==> config.mk <==
export PLATFORM = sky130hd
export DESIGN_NAME = pad_port_mux
export DESIGN_NICKNAME = d
export VERILOG_FILES = /design/src/rtl/pad_mux_pkg.sv /design/src/rtl/af_channel_mux.sv /design/src/rtl/pad_ctrl_decode.sv /design/src/rtl/pad_in_sampler.sv /design/src/rtl/pad_port_mux.sv
export SDC_FILE = /design/constraint.sdc
export NUM_CORES = 1
export LEC_CHECK = 0
export BUFFER_PORTS_ARGS = -buffer_cell sky130_fd_sc_hd__buf_2
export CAP_MARGIN = 20
export CORE_AREA = 2 2 254 256
export DETAILED_ROUTE_END_ITERATION = 10
export DIE_AREA = 0 0 256 258
export PLACE_DENSITY = 0.31
export SETUP_SLACK_MARGIN = 0.4
export SYNTH_ARGS = -nofsm -noshare
export SYNTH_HDL_FRONTEND = slang
export SYNTH_SLANG_ARGS = --single-unit
==> constraint.sdc <==
create_clock -name clk_i -period 3.93 [get_ports clk_i]
set_clock_uncertainty 0.2 [all_clocks]
set_input_delay 0.786 -clock clk_i [delete_from_list [all_inputs] [get_ports clk_i]]
set_output_delay 0.786 -clock clk_i [all_outputs]
set_load 0.02 [all_outputs]
==> src/rtl/pad_mux_pkg.sv <==
package pad_mux_pkg;
  typedef enum logic [1:0] {
    MODE_IN  = 2'b00,
    MODE_GPO = 2'b01,
    MODE_ALT = 2'b10,
    MODE_ANA = 2'b11
  } pin_mode_e;

  localparam logic [1:0] PULL_UP = 2'b01;
  localparam logic [1:0] PULL_DN = 2'b10;

  typedef struct packed {
    logic oe;
    logic out;
    logic pu;
    logic pd;
    logic ie;
  } pad_ctrl_t;
endpackage

==> src/rtl/af_channel_mux.sv <==
module af_channel_mux #(
  parameter int N_AF  = 8,
  parameter int SEL_W = 4
) (
  input  logic [SEL_W-1:0] sel_i,
  input  logic [N_AF-1:0]  ch_out_i,
  input  logic [N_AF-1:0]  ch_oe_i,
  input  logic             in_bit_i,
  output logic             src_out_o,
  output logic             src_oe_o,
  output logic [N_AF-1:0]  ch_in_o
);
  logic [N_AF-1:0] hit;

  for (genvar k = 0; k < N_AF; k++) begin : g_ch
    assign hit[k]     = (int'(sel_i) == k);
    assign ch_in_o[k] = hit[k] & in_bit_i;
  end

  // out-of-range selector leaves hit all zero: no source, no sink
  assign src_out_o = |(hit & ch_out_i);
  assign src_oe_o  = |(hit & ch_oe_i);
endmodule

==> src/rtl/pad_ctrl_decode.sv <==
module pad_ctrl_decode
  import pad_mux_pkg::*;
(
  input  logic [1:0] mode_i,
  input  logic       od_i,
  input  logic [1:0] pull_i,
  input  logic       gp_out_i,
  input  logic       src_out_i,
  input  logic       src_oe_i,
  output pad_ctrl_t  ctrl_o
);
  pin_mode_e mode;
  logic      lvl;
  logic      drv;

  assign mode = pin_mode_e'(mode_i);

  always_comb begin
    unique case (mode)
      MODE_GPO: begin lvl = gp_out_i;  drv = 1'b1;     end
      MODE_ALT: begin lvl = src_out_i; drv = src_oe_i; end
      default:  begin lvl = 1'b0;      drv = 1'b0;     end
    endcase
  end

  always_comb begin
    ctrl_o    = '0;
    ctrl_o.ie = (mode != MODE_ANA);
    if (mode != MODE_ANA) begin
      ctrl_o.pu = (pull_i == PULL_UP);
      ctrl_o.pd = (pull_i == PULL_DN);
    end
    if (od_i) begin
      ctrl_o.oe  = drv & ~lvl;
      ctrl_o.out = 1'b0;
    end else begin
      ctrl_o.oe  = drv;
      ctrl_o.out = drv & lvl;
    end
  end
endmodule

==> src/rtl/pad_in_sampler.sv <==
module pad_in_sampler #(
  parameter int N_PINS = 16
) (
  input  logic              clk_i,
  input  logic              rst_ni,
  input  logic [N_PINS-1:0] pad_in_i,
  input  logic [N_PINS-1:0] ana_i,
  output logic [N_PINS-1:0] idr_o
);
  logic [N_PINS-1:0] s1_q;
  logic [N_PINS-1:0] idr_q;

  always_ff @(posedge clk_i or negedge rst_ni) begin
    if (!rst_ni) begin
      s1_q  <= '0;
      idr_q <= '0;
    end else begin
      s1_q  <= pad_in_i;
      idr_q <= s1_q & ~ana_i;
    end
  end

  assign idr_o = idr_q;

  // edges seen since reset, saturating, for the latency check window
  logic [1:0] age_q;
  always_ff @(posedge clk_i or negedge rst_ni) begin
    if (!rst_ni)           age_q <= '0;
    else if (age_q != 2'd2) age_q <= age_q + 2'd1;
  end

  AST_IDR_LATENCY: assert property (@(posedge clk_i) disable iff (!rst_ni)
    (age_q == 2'd2) |-> (idr_o == ($past(pad_in_i, 2) & ~$past(ana_i))));

  for (genvar p = 0; p < N_PINS; p++) begin : g_chk
    AST_ANALOG_ZERO: assert property (@(posedge clk_i) disable iff (!rst_ni)
      ana_i[p] |=> !idr_o[p]);
  end
endmodule

==> src/rtl/pad_port_mux.sv <==
module pad_port_mux
  import pad_mux_pkg::*;
#(
  parameter int N_PINS = 16,
  parameter int N_AF   = 8,
  parameter int SEL_W  = 4
) (
  input  logic                     clk_i,
  input  logic                     rst_ni,
  input  logic [2*N_PINS-1:0]      mode_i,
  input  logic [N_PINS-1:0]        otype_i,
  input  logic [2*N_PINS-1:0]      pull_i,
  input  logic [SEL_W*N_PINS-1:0]  af_sel_i,
  input  logic [N_PINS-1:0]        gp_out_i,
  input  logic [N_AF*N_PINS-1:0]   af_out_i,
  input  logic [N_AF*N_PINS-1:0]   af_oe_i,
  input  logic [N_PINS-1:0]        pad_in_i,
  output logic [N_PINS-1:0]        pad_oe_o,
  output logic [N_PINS-1:0]        pad_out_o,
  output logic [N_PINS-1:0]        pad_pu_o,
  output logic [N_PINS-1:0]        pad_pd_o,
  output logic [N_PINS-1:0]        pad_ie_o,
  output logic [N_PINS-1:0]        in_data_o,
  output logic [N_AF*N_PINS-1:0]   af_in_o
);
  localparam int AF_BITS = N_AF * N_PINS;

  logic [N_PINS-1:0] ana;
  logic [N_PINS-1:0] idr;

  pad_in_sampler #(.N_PINS(N_PINS)) u_smp (
    .clk_i    (clk_i),
    .rst_ni   (rst_ni),
    .pad_in_i (pad_in_i),
    .ana_i    (ana),
    .idr_o    (idr)
  );

  assign in_data_o = idr;

  for (genvar p = 0; p < N_PINS; p++) begin : g_pin
    logic [N_AF-1:0]  ch_out;
    logic [N_AF-1:0]  ch_oe;
    logic [N_AF-1:0]  ch_in;
    logic [SEL_W-1:0] sel;
    logic [1:0]       mode;
    logic             src_out;
    logic             src_oe;
    pad_ctrl_t        ctrl;

    assign sel  = af_sel_i[SEL_W*p +: SEL_W];
    assign mode = mode_i[2*p +: 2];
    assign ana[p] = (pin_mode_e'(mode) == MODE_ANA);

    for (genvar k = 0; k < N_AF; k++) begin : g_ch
      assign ch_out[k]             = af_out_i[k*N_PINS + p];
      assign ch_oe[k]              = af_oe_i[k*N_PINS + p];
      assign af_in_o[k*N_PINS + p] = ch_in[k];
    end

    af_channel_mux #(.N_AF(N_AF), .SEL_W(SEL_W)) u_afm (
      .sel_i     (sel),
      .ch_out_i  (ch_out),
      .ch_oe_i   (ch_oe),
      .in_bit_i  (idr[p]),
      .src_out_o (src_out),
      .src_oe_o  (src_oe),
      .ch_in_o   (ch_in)
    );

    pad_ctrl_decode u_dec (
      .mode_i    (mode),
      .od_i      (otype_i[p]),
      .pull_i    (pull_i[2*p +: 2]),
      .gp_out_i  (gp_out_i[p]),
      .src_out_i (src_out),
      .src_oe_i  (src_oe),
      .ctrl_o    (ctrl)
    );

    assign pad_oe_o[p]  = ctrl.oe;
    assign pad_out_o[p] = ctrl.out;
    assign pad_pu_o[p]  = ctrl.pu;
    assign pad_pd_o[p]  = ctrl.pd;
    assign pad_ie_o[p]  = ctrl.ie;

    AST_IDLE_LOW: assert property (@(posedge clk_i) disable iff (!rst_ni)
      !pad_oe_o[p] |-> !pad_out_o[p]);
    AST_OD_LOW_ONLY: assert property (@(posedge clk_i) disable iff (!rst_ni)
      (otype_i[p] && (mode == 2'b01 || mode == 2'b10)) |-> !pad_out_o[p]);
    AST_PULL_EXCL: assert property (@(posedge clk_i) disable iff (!rst_ni)
      !(pad_pu_o[p] && pad_pd_o[p]));
    AST_ANALOG_QUIET: assert property (@(posedge clk_i) disable iff (!rst_ni)
      (mode == 2'b11) |-> !(pad_oe_o[p] || pad_ie_o[p] || pad_pu_o[p] || pad_pd_o[p]));
    AST_BAD_SEL_IDLE: assert property (@(posedge clk_i) disable iff (!rst_ni)
      (mode == 2'b10 && int'(sel) >= N_AF) |-> !pad_oe_o[p]);
    AST_AF_IN_ONEHOT: assert property (@(posedge clk_i) disable iff (!rst_ni)
      $onehot0(ch_in));
  end

  AST_RESET_CLEAR: assert property (@(posedge clk_i) disable iff (!rst_ni)
    $rose(rst_ni) |-> (af_in_o == {AF_BITS{1'b0}}));
endmodule

* Word-level counts from Yosys, hierarchy flattened
Cells that the tools add are included.
** Word-level totals
- Flip-flop bits (word level) :: 32
- Bits of input ports :: 434
- Output and inout bits :: 224
- Word-level logic and storage cells :: 532
** Cells by class
- Eq/ne operators :: 208
- Mux-type cells :: 64
- Bitwise gates (word level) :: 210
- Reduce and logical (&&, ||, !) cells :: 48
** Operator list (number)
- bitwise AND 8 bit :: 32
- == test 4 bit, second input constant :: 64
- OR reduction 8 bit :: 32
- bitwise AND 1 bit :: 160
- == test 4 x 3 -> 1 bit, second input constant :: 32
- == test 2 bit, second input constant :: 48
- == test 2 x 1 -> 1 bit, second input constant :: 32
- == test 4 x 2 -> 1 bit, second input constant :: 16
- logical NOT 4 bit :: 16
- two-way mux 2 bit :: 32
- case mux 1 bit (2 select lines) :: 32
- != test 2 bit, second input constant :: 16
- bitwise AND 16 bit :: 1
- NOT 1 bit :: 16
- NOT 16 bit :: 1

* Logic depth before layout (Yosys ltp)
Gate-level depths: netlist of the first run.
- Depth in word-level cells :: 7
- Mapped depth :: 7
- Gate-level depth less buffers :: 7

* Cells and area by module
A second synthesis of the first run with hierarchy kept.
** Unflattened totals
- Cells, all modules :: 768
- Area total of the unflattened synthesis :: 6666.4 um2
** Modules (own cells, without submodules)
- af_channel_mux :: times used 16, cells each 32, area an instance 241.5 um2, seq. area each 0.0 um2
- pad_ctrl_decode :: times used 16, cells each 12, area an instance 105.1 um2, seq. area each 0.0 um2
- pad_in_sampler :: times used 1, cells each 48, area an instance 1021.0 um2, seq. area each 800.8 um2
- pad_port_mux :: times used 1, cells each 16, area an instance 100.1 um2, seq. area each 0.0 um2

* Worst setup path after synthesis of the first run
No wires, ideal clock.
- Kind :: in2out
- From :: input port af_sel_i[14]
- To :: output port pad_out_o[3]
- Arrival :: 2232 ps
- Required time :: 2944 ps
- Slack :: 712 ps
- Cell stages on the path :: 5
- Path through :: buf_2 -> or3b_1 -> a21oi_1 -> nor4_2 -> nor4_1
** Between the ends
- Cells in the longest elaborated chain, start to end :: 6
** Ends and longest elaborated chain
- start: declaration :: line pad_port_mux.sv:13 : input logic [SEL_W*N_PINS-1:0] af_sel_i,
- == test 4 x 2 -> 1 bit (tied with other cells) :: line af_channel_mux.sv:16 : assign hit[k] = (int'(sel_i) == k);
- bitwise AND 8 bit (on tied branches) :: line af_channel_mux.sv:22, af_channel_mux.sv:21
- OR reduction 8 bit (on tied branches) :: line af_channel_mux.sv:22, af_channel_mux.sv:21
- case mux 1 bit (2 select lines) :: line pad_ctrl_decode.sv:19 : unique case (mode)
- bitwise AND 1 bit * :: line pad_ctrl_decode.sv:38 : ctrl_o.out = drv & lvl;
- two-way mux 2 bit * :: line pad_ctrl_decode.sv:33 : if (od_i) begin
- end: declaration :: line pad_port_mux.sv:19 : output logic [N_PINS-1:0] pad_out_o,
Mark *: on every way between the ends. The rest lies on a longest branch, timed or not.

* Final worst setup path of the first run
- From :: input port af_sel_i[1]
- To :: output port pad_oe_o[0]
** Between the ends
- Cells in the longest elaborated chain, start to end :: 7
** Ends and longest elaborated chain
- == test 4 x 2 -> 1 bit (tied with other cells) :: line af_channel_mux.sv:16
- bitwise AND 8 bit :: line af_channel_mux.sv:21 : assign src_out_o = |(hit & ch_out_i);
- OR reduction 8 bit :: line af_channel_mux.sv:21
- case mux 1 bit (2 select lines) :: line pad_ctrl_decode.sv:19
- NOT 1 bit :: line pad_ctrl_decode.sv:34 : ctrl_o.oe = drv & ~lvl;
- bitwise AND 1 bit :: line pad_ctrl_decode.sv:34
- two-way mux 2 bit * :: line pad_ctrl_decode.sv:33
- end: declaration :: line pad_port_mux.sv:18 : output logic [N_PINS-1:0] pad_oe_o,
Marks and branches as above.

==> metrics.md, run 1 <==
| Metric | Value |
|---|---|
| Number of maximum-capacitance violations | 0 |
| Number of diodes | 0 |
| Outcome | completed |
| Flip-flop and latch count after synthesis | 32 |
| DP Wirelength | between 30 and 40 mm |
| Height of the die | about 260 um |
| IR Drop Worst-Case VDD | between 0.1 and 0.15 mV |
| First-pass iteration count of the detailed router | 5 |
| Mapped Nets | between 1,000 and 1,500 |
| Shortest period the worst path allows | 3.26 ns |
| Detail-routed net length per standard cell | 16.4 um |
| Number of global-route vias before repair | about 9,400 |
| RSZ-0062 raised after global routing | false |
| Clk root buf | sky130_fd_sc_hd__clkbuf_16 |
| Worst-path fanout max | 17 |
| Largest net degree at the start of global routing | 19 |
| Number of buffers on the longest clock path | 2 |
| IO Pins | between 600 and 700 |
| Buffer count from post-CTS setup fixing | 0 |
| Area inside the core boundary | 63,600 um^2 |
| Portion of total power attributed to the clock network | 0.287 |
| Period Utilization, post-route | 0.829 |
| Async S/R FF share, synth | 1.00 |
| Initial DRC count | about 410 |
| Die span in x | 256 um |
| Top achievable clock speed | between 0.3 and 0.4 GHz |
| Critical Path AT | approximately 2.3 ns |
| Switching power | between 700 and 800 uW |
| Sequential cell area | ~800 um^2 |
| Aggregate global routing overflow | 0 |
| Finished Cell Area | 10,900 um^2 |
| Startpoint type of the worst setup path | input pin |
| Final RePlAce weighted congestion | ~0.98 |
| Cells after Synth | just under 1,000 |
| Total area of multi-input combinational cells | ~5400 um^2 |
| Skew-Pair Late Insertion Delay | between 0.3 and 0.4 ns |
| Quantity of I/O buffers inserted on ports | around 660 |
| Post-synthesis area per instance | about 7 um^2 |
| Combinational Power Share | 0.503 |
| Worst slew margin relative to its limit | 0.690 |
| DRT antenna net count | 0 |
| Worst min-delay path class | in2async |
| P per Cell Area | ~160 nW/um^2 |
| Area post-placement | about 11,000 um^2 |
| Count of final max-slew check failures | 0 |
| Standby leakage power | about 0.0054 uW |
| Post_cts resized | 0 |
| Number of warning messages in the yosys log | 0 |
| Post-synthesis instance area | 6880 um^2 |
| Worst Max-Slew Pin Slew | 0.461 ns |
| Switching part of the total | 0.411 |
| Worst slack on hold paths | between 0.2 and 0.25 ns |
| Clock tree from TritonCTS | done |
| Net total in the final layout | between 2,000 and 2,500 |
| Proportion of layout cells with a drive suffix above 1 | 0.434 |
| WP data required | 2.94 ns |
| Most used flip-flop cell after synthesis | sky130_fd_sc_hd__dfrtp_1 |
| Vias after detailed routing | roughly 9,500 |
| Sinks on Clock Net | 32 |
| Area of the die | approximately 66,000 um^2 |
| Number of fill cells in the layout | 7,455 |
| First-pass GRT wire length | 57.4 mm |
| Count of unique library cells instantiated by Yosys | between 40 and 50 |
| Clock buffer count from CTS | 5 |
| Via density per instance | 3.92 |
| Sequential group share of total power | 0.210 |
| Number of levels the H-tree was split into | 2 |
| Int Power | 1020 uW |
| Post-Route WL | 39.7 mm |
| Initial cell density of the core | 0.108 |
| Hold violation count in the final report | 0 |
| Setup total negative slack | 0 ns |
| Number of rows created at floorplan | between 90 and 100 |
| Count of flip-flops with a built-in enable after synthesis | 0 |
| Share of synthesized area occupied by flip-flops and latches | 0.116 |
| Setup violation total in the final timing report | 0 |
| Residual DRC | 0 |
| Antenna violations before repair | 5 |
| Kind of critical path | in2out |
| Crit. End Element | output port |
| Area grow syn2layout | 58.9% |
| Total global routing track utilization | 0.112 |
| Clock-pin transition on the worst setup and hold timing paths | roughly 0.06 ns |
| Number of hold-repair buffers added at the cts stage | 0 |
==> layer usage <==
metal,part of all wire,routed length (um),track usage
met5,0.0014,57,0
met4,0.017,662,0.0283
met3,0.068,2690,0.0309
met2,0.51,20400,0.208
met1,0.40,15900,0.127
==> state kept, by name (all words and copies together), names as in the netlist <==
signal,cells
u_smp.idr_o,16
u_smp.s1_q,16
==> power groups by stage <==
stage	Sequential [uW]	Combinational [uW]	Clock [uW]
floorplan	362	487	0
global placement	371	883	0
detailed placement	371	883	0
CTS	365	886	548
global route	367	966	553
finish	364	874	498
==> logic make-up after synthesis <==
| family | after synthesis | share of synthesized area |
|---|---|---|
| flip-flops | 32 | 0.116 |
| AND/OR/NAND/NOR | 557 | 0.467 |
| buffers and inverters | 134 | 0.101 |
| AO/OA/AOI/OAI | 161 | 0.166 |
| adder cells (fa/ha/maj) | 48 | 0.0873 |
| multiplexers | 43 | 0.0627 |
==> critical path: stages <==
cell                       delay [ns]
sky130_fd_sc_hd__buf_2           0.27
sky130_fd_sc_hd__mux2i_1         0.22
sky130_fd_sc_hd__nor4_1          0.06
sky130_fd_sc_hd__o41ai_1         0.42
sky130_fd_sc_hd__nand2_1         0.11
sky130_fd_sc_hd__a21boi_1        0.18
sky130_fd_sc_hd__buf_2           0.22
==> cell usage after synthesis, types with 17 or more instances <==
| cell | number | area, um^2 |
|---|---|---|
| sky130_fd_sc_hd__inv_1 | 57 | 214 |
| sky130_fd_sc_hd__nor2_1 | 150 | 563 |
| sky130_fd_sc_hd__nand3b_1 | 46 | 345 |
| sky130_fd_sc_hd__a31oi_1 | 32 | 200 |
| sky130_fd_sc_hd__nand2_1 | 61 | 229 |
| sky130_fd_sc_hd__nor3b_1 | 60 | 450 |
| sky130_fd_sc_hd__a21oi_1 | 57 | 285 |
| sky130_fd_sc_hd__buf_2 | 39 | 195 |
| sky130_fd_sc_hd__ha_1 | 48 | 601 |
| sky130_fd_sc_hd__dfrtp_1 | 32 | 801 |
| sky130_fd_sc_hd__mux2i_1 | 42 | 420 |
| sky130_fd_sc_hd__buf_4 | 34 | 255 |
| sky130_fd_sc_hd__nand3_1 | 17 | 85.1 |
| sky130_fd_sc_hd__nor4_1 | 17 | 106 |
| sky130_fd_sc_hd__nand2b_1 | 63 | 394 |
| sky130_fd_sc_hd__nor3_1 | 61 | 305 |
==> cells in the final DEF, fill, tap and decap left out, types with 4 or more instances in the layout <==
cell                        instances
sky130_fd_sc_hd__nand3_1           17
sky130_fd_sc_hd__nor3b_1           60
sky130_fd_sc_hd__o41ai_1           12
sky130_fd_sc_hd__nand4b_1          15
sky130_fd_sc_hd__nor4_2             5
sky130_fd_sc_hd__a31oi_1           32
sky130_fd_sc_hd__inv_1             57
sky130_fd_sc_hd__a21oi_1           57
sky130_fd_sc_hd__nand2b_1          63
sky130_fd_sc_hd__o2bb2ai_1          4
sky130_fd_sc_hd__buf_2            657
sky130_fd_sc_hd__o21ai_1            4
sky130_fd_sc_hd__ha_1              48
sky130_fd_sc_hd__nand3b_1          46
sky130_fd_sc_hd__nand4bb_1         15
sky130_fd_sc_hd__o22ai_1            4
sky130_fd_sc_hd__nand2_1           61
sky130_fd_sc_hd__nor2b_1           16
sky130_fd_sc_hd__dfrtp_1           32
sky130_fd_sc_hd__and3b_1           11
sky130_fd_sc_hd__or3b_1            15
sky130_fd_sc_hd__a211o_1            4
sky130_fd_sc_hd__a21boi_1          11
sky130_fd_sc_hd__o41ai_2            4
sky130_fd_sc_hd__o32ai_1           10
sky130_fd_sc_hd__nor4_1            17
sky130_fd_sc_hd__clkbuf_16          5
sky130_fd_sc_hd__o32a_1             6
sky130_fd_sc_hd__nor2_1           150
sky130_fd_sc_hd__nor3_1            61
sky130_fd_sc_hd__o41a_1            10
sky130_fd_sc_hd__mux2i_1           42
==> cell type report <==
class | instances | area share
sequential | 32 | 0.0732
tap | 855 | 0.0978
clock buffer | 5 | 0.0114
multi-input combinational | 809 | 0.493
inverter | 57 | 0.0196
clock inverter | 3 | 0.00389
timing repair buffer | 658 | 0.301
==> final timing paths <==
path                                      from               to  slack (ns)  cells past startpoint
worst max register to register   u_smp.s1_q[2]   u_smp.idr_o[2]        3.04                      1
min in group clk_i              u_smp.s1_q[15]  u_smp.idr_o[15]        0.26                      1
max in group asynchronous               rst_ni   u_smp.idr_o[4]        2.58                      2
worst min register to register  u_smp.s1_q[15]  u_smp.idr_o[15]        0.26                      1
worst max-delay path               af_sel_i[1]      pad_oe_o[0]        0.67                      7
worst min-delay path                    rst_ni   u_smp.s1_q[12]        0.22                      1
==> metrics by stage <==
stage	worst slack, ns	total power, uW	util	std cells
after floorplan	0.712	849	-	975
after global placement	0.644	1250	0.169	2411
after detailed placement	0.610	1250	0.169	2411
after CTS	0.603	1800	0.172	2419
after global routing	0.496	1890	0.172	2419
final	0.674	1740	0.172	2419
Power figures use the tool's default switching activity.
==> run 2: changes to the inputs <==
clock period = 3.1 ns   (was 3.93 ns; I/O delays follow)
==> metrics.md, run 2 (synthesized netlist as in run 1, its figures left out) <==
| Metric | Value |
|---|---|
| Die span in x | 256 um (unchanged) |
| Number of global-route vias before repair | 9,736 (+3.2%) |
| Number of buffers on the longest clock path | 2 (unchanged) |
| DRT antenna net count | 0 (unchanged) |
| Initial DRC count | 485 (+19%) |
| First-pass GRT wire length | 59.7 mm (+4.0%) |
| Number of maximum-capacitance violations | 0 (unchanged) |
| Non-filler instance count after layout | 2,453 (+1.4%) |
| Quantity of I/O buffers inserted on ports | 657 (unchanged) |
| Total power after layout | 2480 uW (+43%) |
| Sequential group share of total power | 0.186 (-0.024) |
| IO Pins | 658 (unchanged) |
| Switching power | 986 uW (+38%) |
| Worst slew margin relative to its limit | 0.634 (-0.0563) |
| Number of levels the H-tree was split into | 2 (unchanged) |
| Worst-path fanout max | 14 (-3) |
| Skew-Pair Late Insertion Delay | 0.32 ns (about the same) |
| Via density per instance | 3.93 (+0.18%) |
| Antenna violations before repair | 7 (+2) |
| Initial cell density of the core | 0.108 (unchanged) |
| Number of rows created at floorplan | 93 (unchanged) |
| Clk root buf | sky130_fd_sc_hd__clkbuf_16 |
| First-pass iteration count of the detailed router | 4 (-1) |
| Aggregate global routing overflow | 0 (unchanged) |
| Final RePlAce weighted congestion | 0.916 (-6.5%) |
| Proportion of layout cells with a drive suffix above 1 | 0.507 (+0.0731) |
| Area inside the core boundary | 63,600 um^2 (unchanged) |
| DP Wirelength | 35.5 mm (+0.49%) |
| Area of the die | 66,000 um^2 (unchanged) |
| Startpoint type of the worst setup path | input pin |
| Switching part of the total | 0.398 (-0.0134) |
| Leading cell type in the layout, fill and taps excluded | sky130_fd_sc_hd__buf_2 |
| Standby leakage power | 0.00598 uW (+9.8%) |
| Top achievable clock speed | around 0.36 GHz |
| CP Buf/Inv Count | 3 (+1) |
| Total global routing track utilization | 0.118 (+0.00540) |
| Net total in the final layout | 2,074 (+1.4%) |
| Height of the die | 258 um (unchanged) |
| IR Drop Worst-Case VDD | 0.191 mV (+30%) |
| Setup total negative slack | 0 ns (unchanged) |
| Shortest period the worst path allows | approximately 2.8 ns |
| Sinks on Clock Net | 32 (unchanged) |
| Portion of total power attributed to the clock network | 0.278 (-0.009) |
| Combinational Power Share | 0.537 (+0.034) |
| Worst min-delay path class | in2async |
| Number of placed instances, taps included | 2,414 (+0.12%) |
| Critical Path AT | 1.93 ns (-0.34 ns) |
| Most frequent cells in the layout | sky130_fd_sc_hd__buf_2, sky130_fd_sc_hd__nor2_1, sky130_fd_sc_hd__nor3_1 |
| Kind of critical path | in2out |
| RSZ-0062 raised after global routing | true |
| Outcome | completed |
| Clock-pin transition on the worst setup and hold timing paths | 0.07 ns (about the same) |
| Setup violation total in the final timing report | 0 (unchanged) |
| Post-Route WL | 41.4 mm (+4.1%) |
| Chain of cells forming the critical path | buf_6 -> mux2i_1 -> nor3_1 -> o41a_1 -> a21boi_2 -> buf_4 -> buf_6 |
| Vias after detailed routing | 9,633 (+1.6%) |
| Int Power | 1490 uW (+46%) |
| Cell family with the largest share of critical-path delay | compound AO/OA/AOI/OAI gates |
| Crit path largest cell delay | 0.42 ns (about the same) |
| Area grow syn2layout | 80.8% |
| Largest net degree at the start of global routing | 18 (-1) |
| Number of hold-repair buffers added at the cts stage | 0 (unchanged) |
| Residual DRC | 0 (unchanged) |
| Period Utilization, post-route | 0.887 |
| Hold violation count in the final report | 0 (unchanged) |
| Clock tree from TritonCTS | done |
| Worst Max-Slew Pin Slew | 0.549 ns (+0.0880 ns) |
| WP data required | 2.28 ns (-0.66 ns) |
| P per Cell Area | 199 nW/um^2 (+25%) |
| Count of final max-slew check failures | 0 (unchanged) |
| Clock buffer count from CTS | 5 (unchanged) |
| Crit. End Element | output port |
| Detail-routed net length per standard cell | 16.9 um (+2.6%) |
| Slowest library cell on the worst path | sky130_fd_sc_hd__o41a_1 |
| Cell occurring most often along the worst timing path | sky130_fd_sc_hd__buf_6 |
-- run 2: power by group through the flow --
| stage | combinational [uW] | sequential (uW) | clock, uW |
|---|---|---|---|
| 3_3_place_gp | 1140 | 470 | 0 |
| 2_1_floorplan | 621 | 459 | 0 |
| 4_1_cts | 1230 | 461 | 757 |
| 3_5_place_dp | 1140 | 469 | 0 |
| 5_1_grt | 1450 | 464 | 763 |
| 6_report | 1330 | 461 | 688 |
-- run 2: metal layers --
layer	wire (um)	part of all wire	vias to the layer above	GRT usage
met1	16300	0.39	4407	0.131
met4	1370	0.033	4	0.0487
li1	-	-	4734	-
met5	23	0.00056	-	0
met3	2830	0.069	52	0.0308
met2	20800	0.50	436	0.212
-- run 2: timing repair --
item / CTS / global route
gates resized for setup: 147 / 137
endpoints found under the setup margin: 32 / 32
gates cloned: 0 / 2
buffers inserted: 7 / 17
pin swaps: 37 / 52
-- run 2: final timing paths --
check	startpoint	to	depth (start not counted)	slack [ns]
worst min register to register	u_smp.s1_q[10]	u_smp.idr_o[10]	1	0.26
min in group clk_i	pad_in_i[1]	u_smp.s1_q[1]	1	0.20
worst min-delay path	rst_ni	u_smp.s1_q[5]	1	0.08
worst max-delay path	af_sel_i[4]	pad_oe_o[1]	7	0.35
worst max register to register	u_smp.s1_q[1]	u_smp.idr_o[1]	1	2.19
max in group asynchronous	rst_ni	u_smp.s1_q[12]	2	2.09
-- run 2: area by class of cell --
cell class | instances | area [um^2]
clock buffers | 7 | 153
inverters | 57 | 214
diodes | 5 | 12.5
well taps | 855 | 1070
fillers | 7286 | 51200
repair buffers | 687 | 4140
clock inverters | 1 | 30.0
multi-input cells | 809 | 6020
flip-flops and latches | 32 | 801
-- run 2: through the flow --
| stage | hold slack, ns | worst slack (ns) | instance area (um^2) | utilization |
|---|---|---|---|---|
| 6_report | 0.0801 | 0.349 | 12400 | 0.195 |
| 5_1_grt | 0.110 | 0.287 | 12400 | 0.195 |
| 4_1_cts | 0.0873 | 0.321 | 11600 | 0.183 |
| 3_5_place_dp | 0.251 | 0.0550 | 10800 | 0.170 |
| 3_3_place_gp | 0.247 | 0.112 | 10800 | 0.170 |
| 2_1_floorplan | 0.124 | 0.341 | 6910 | - |
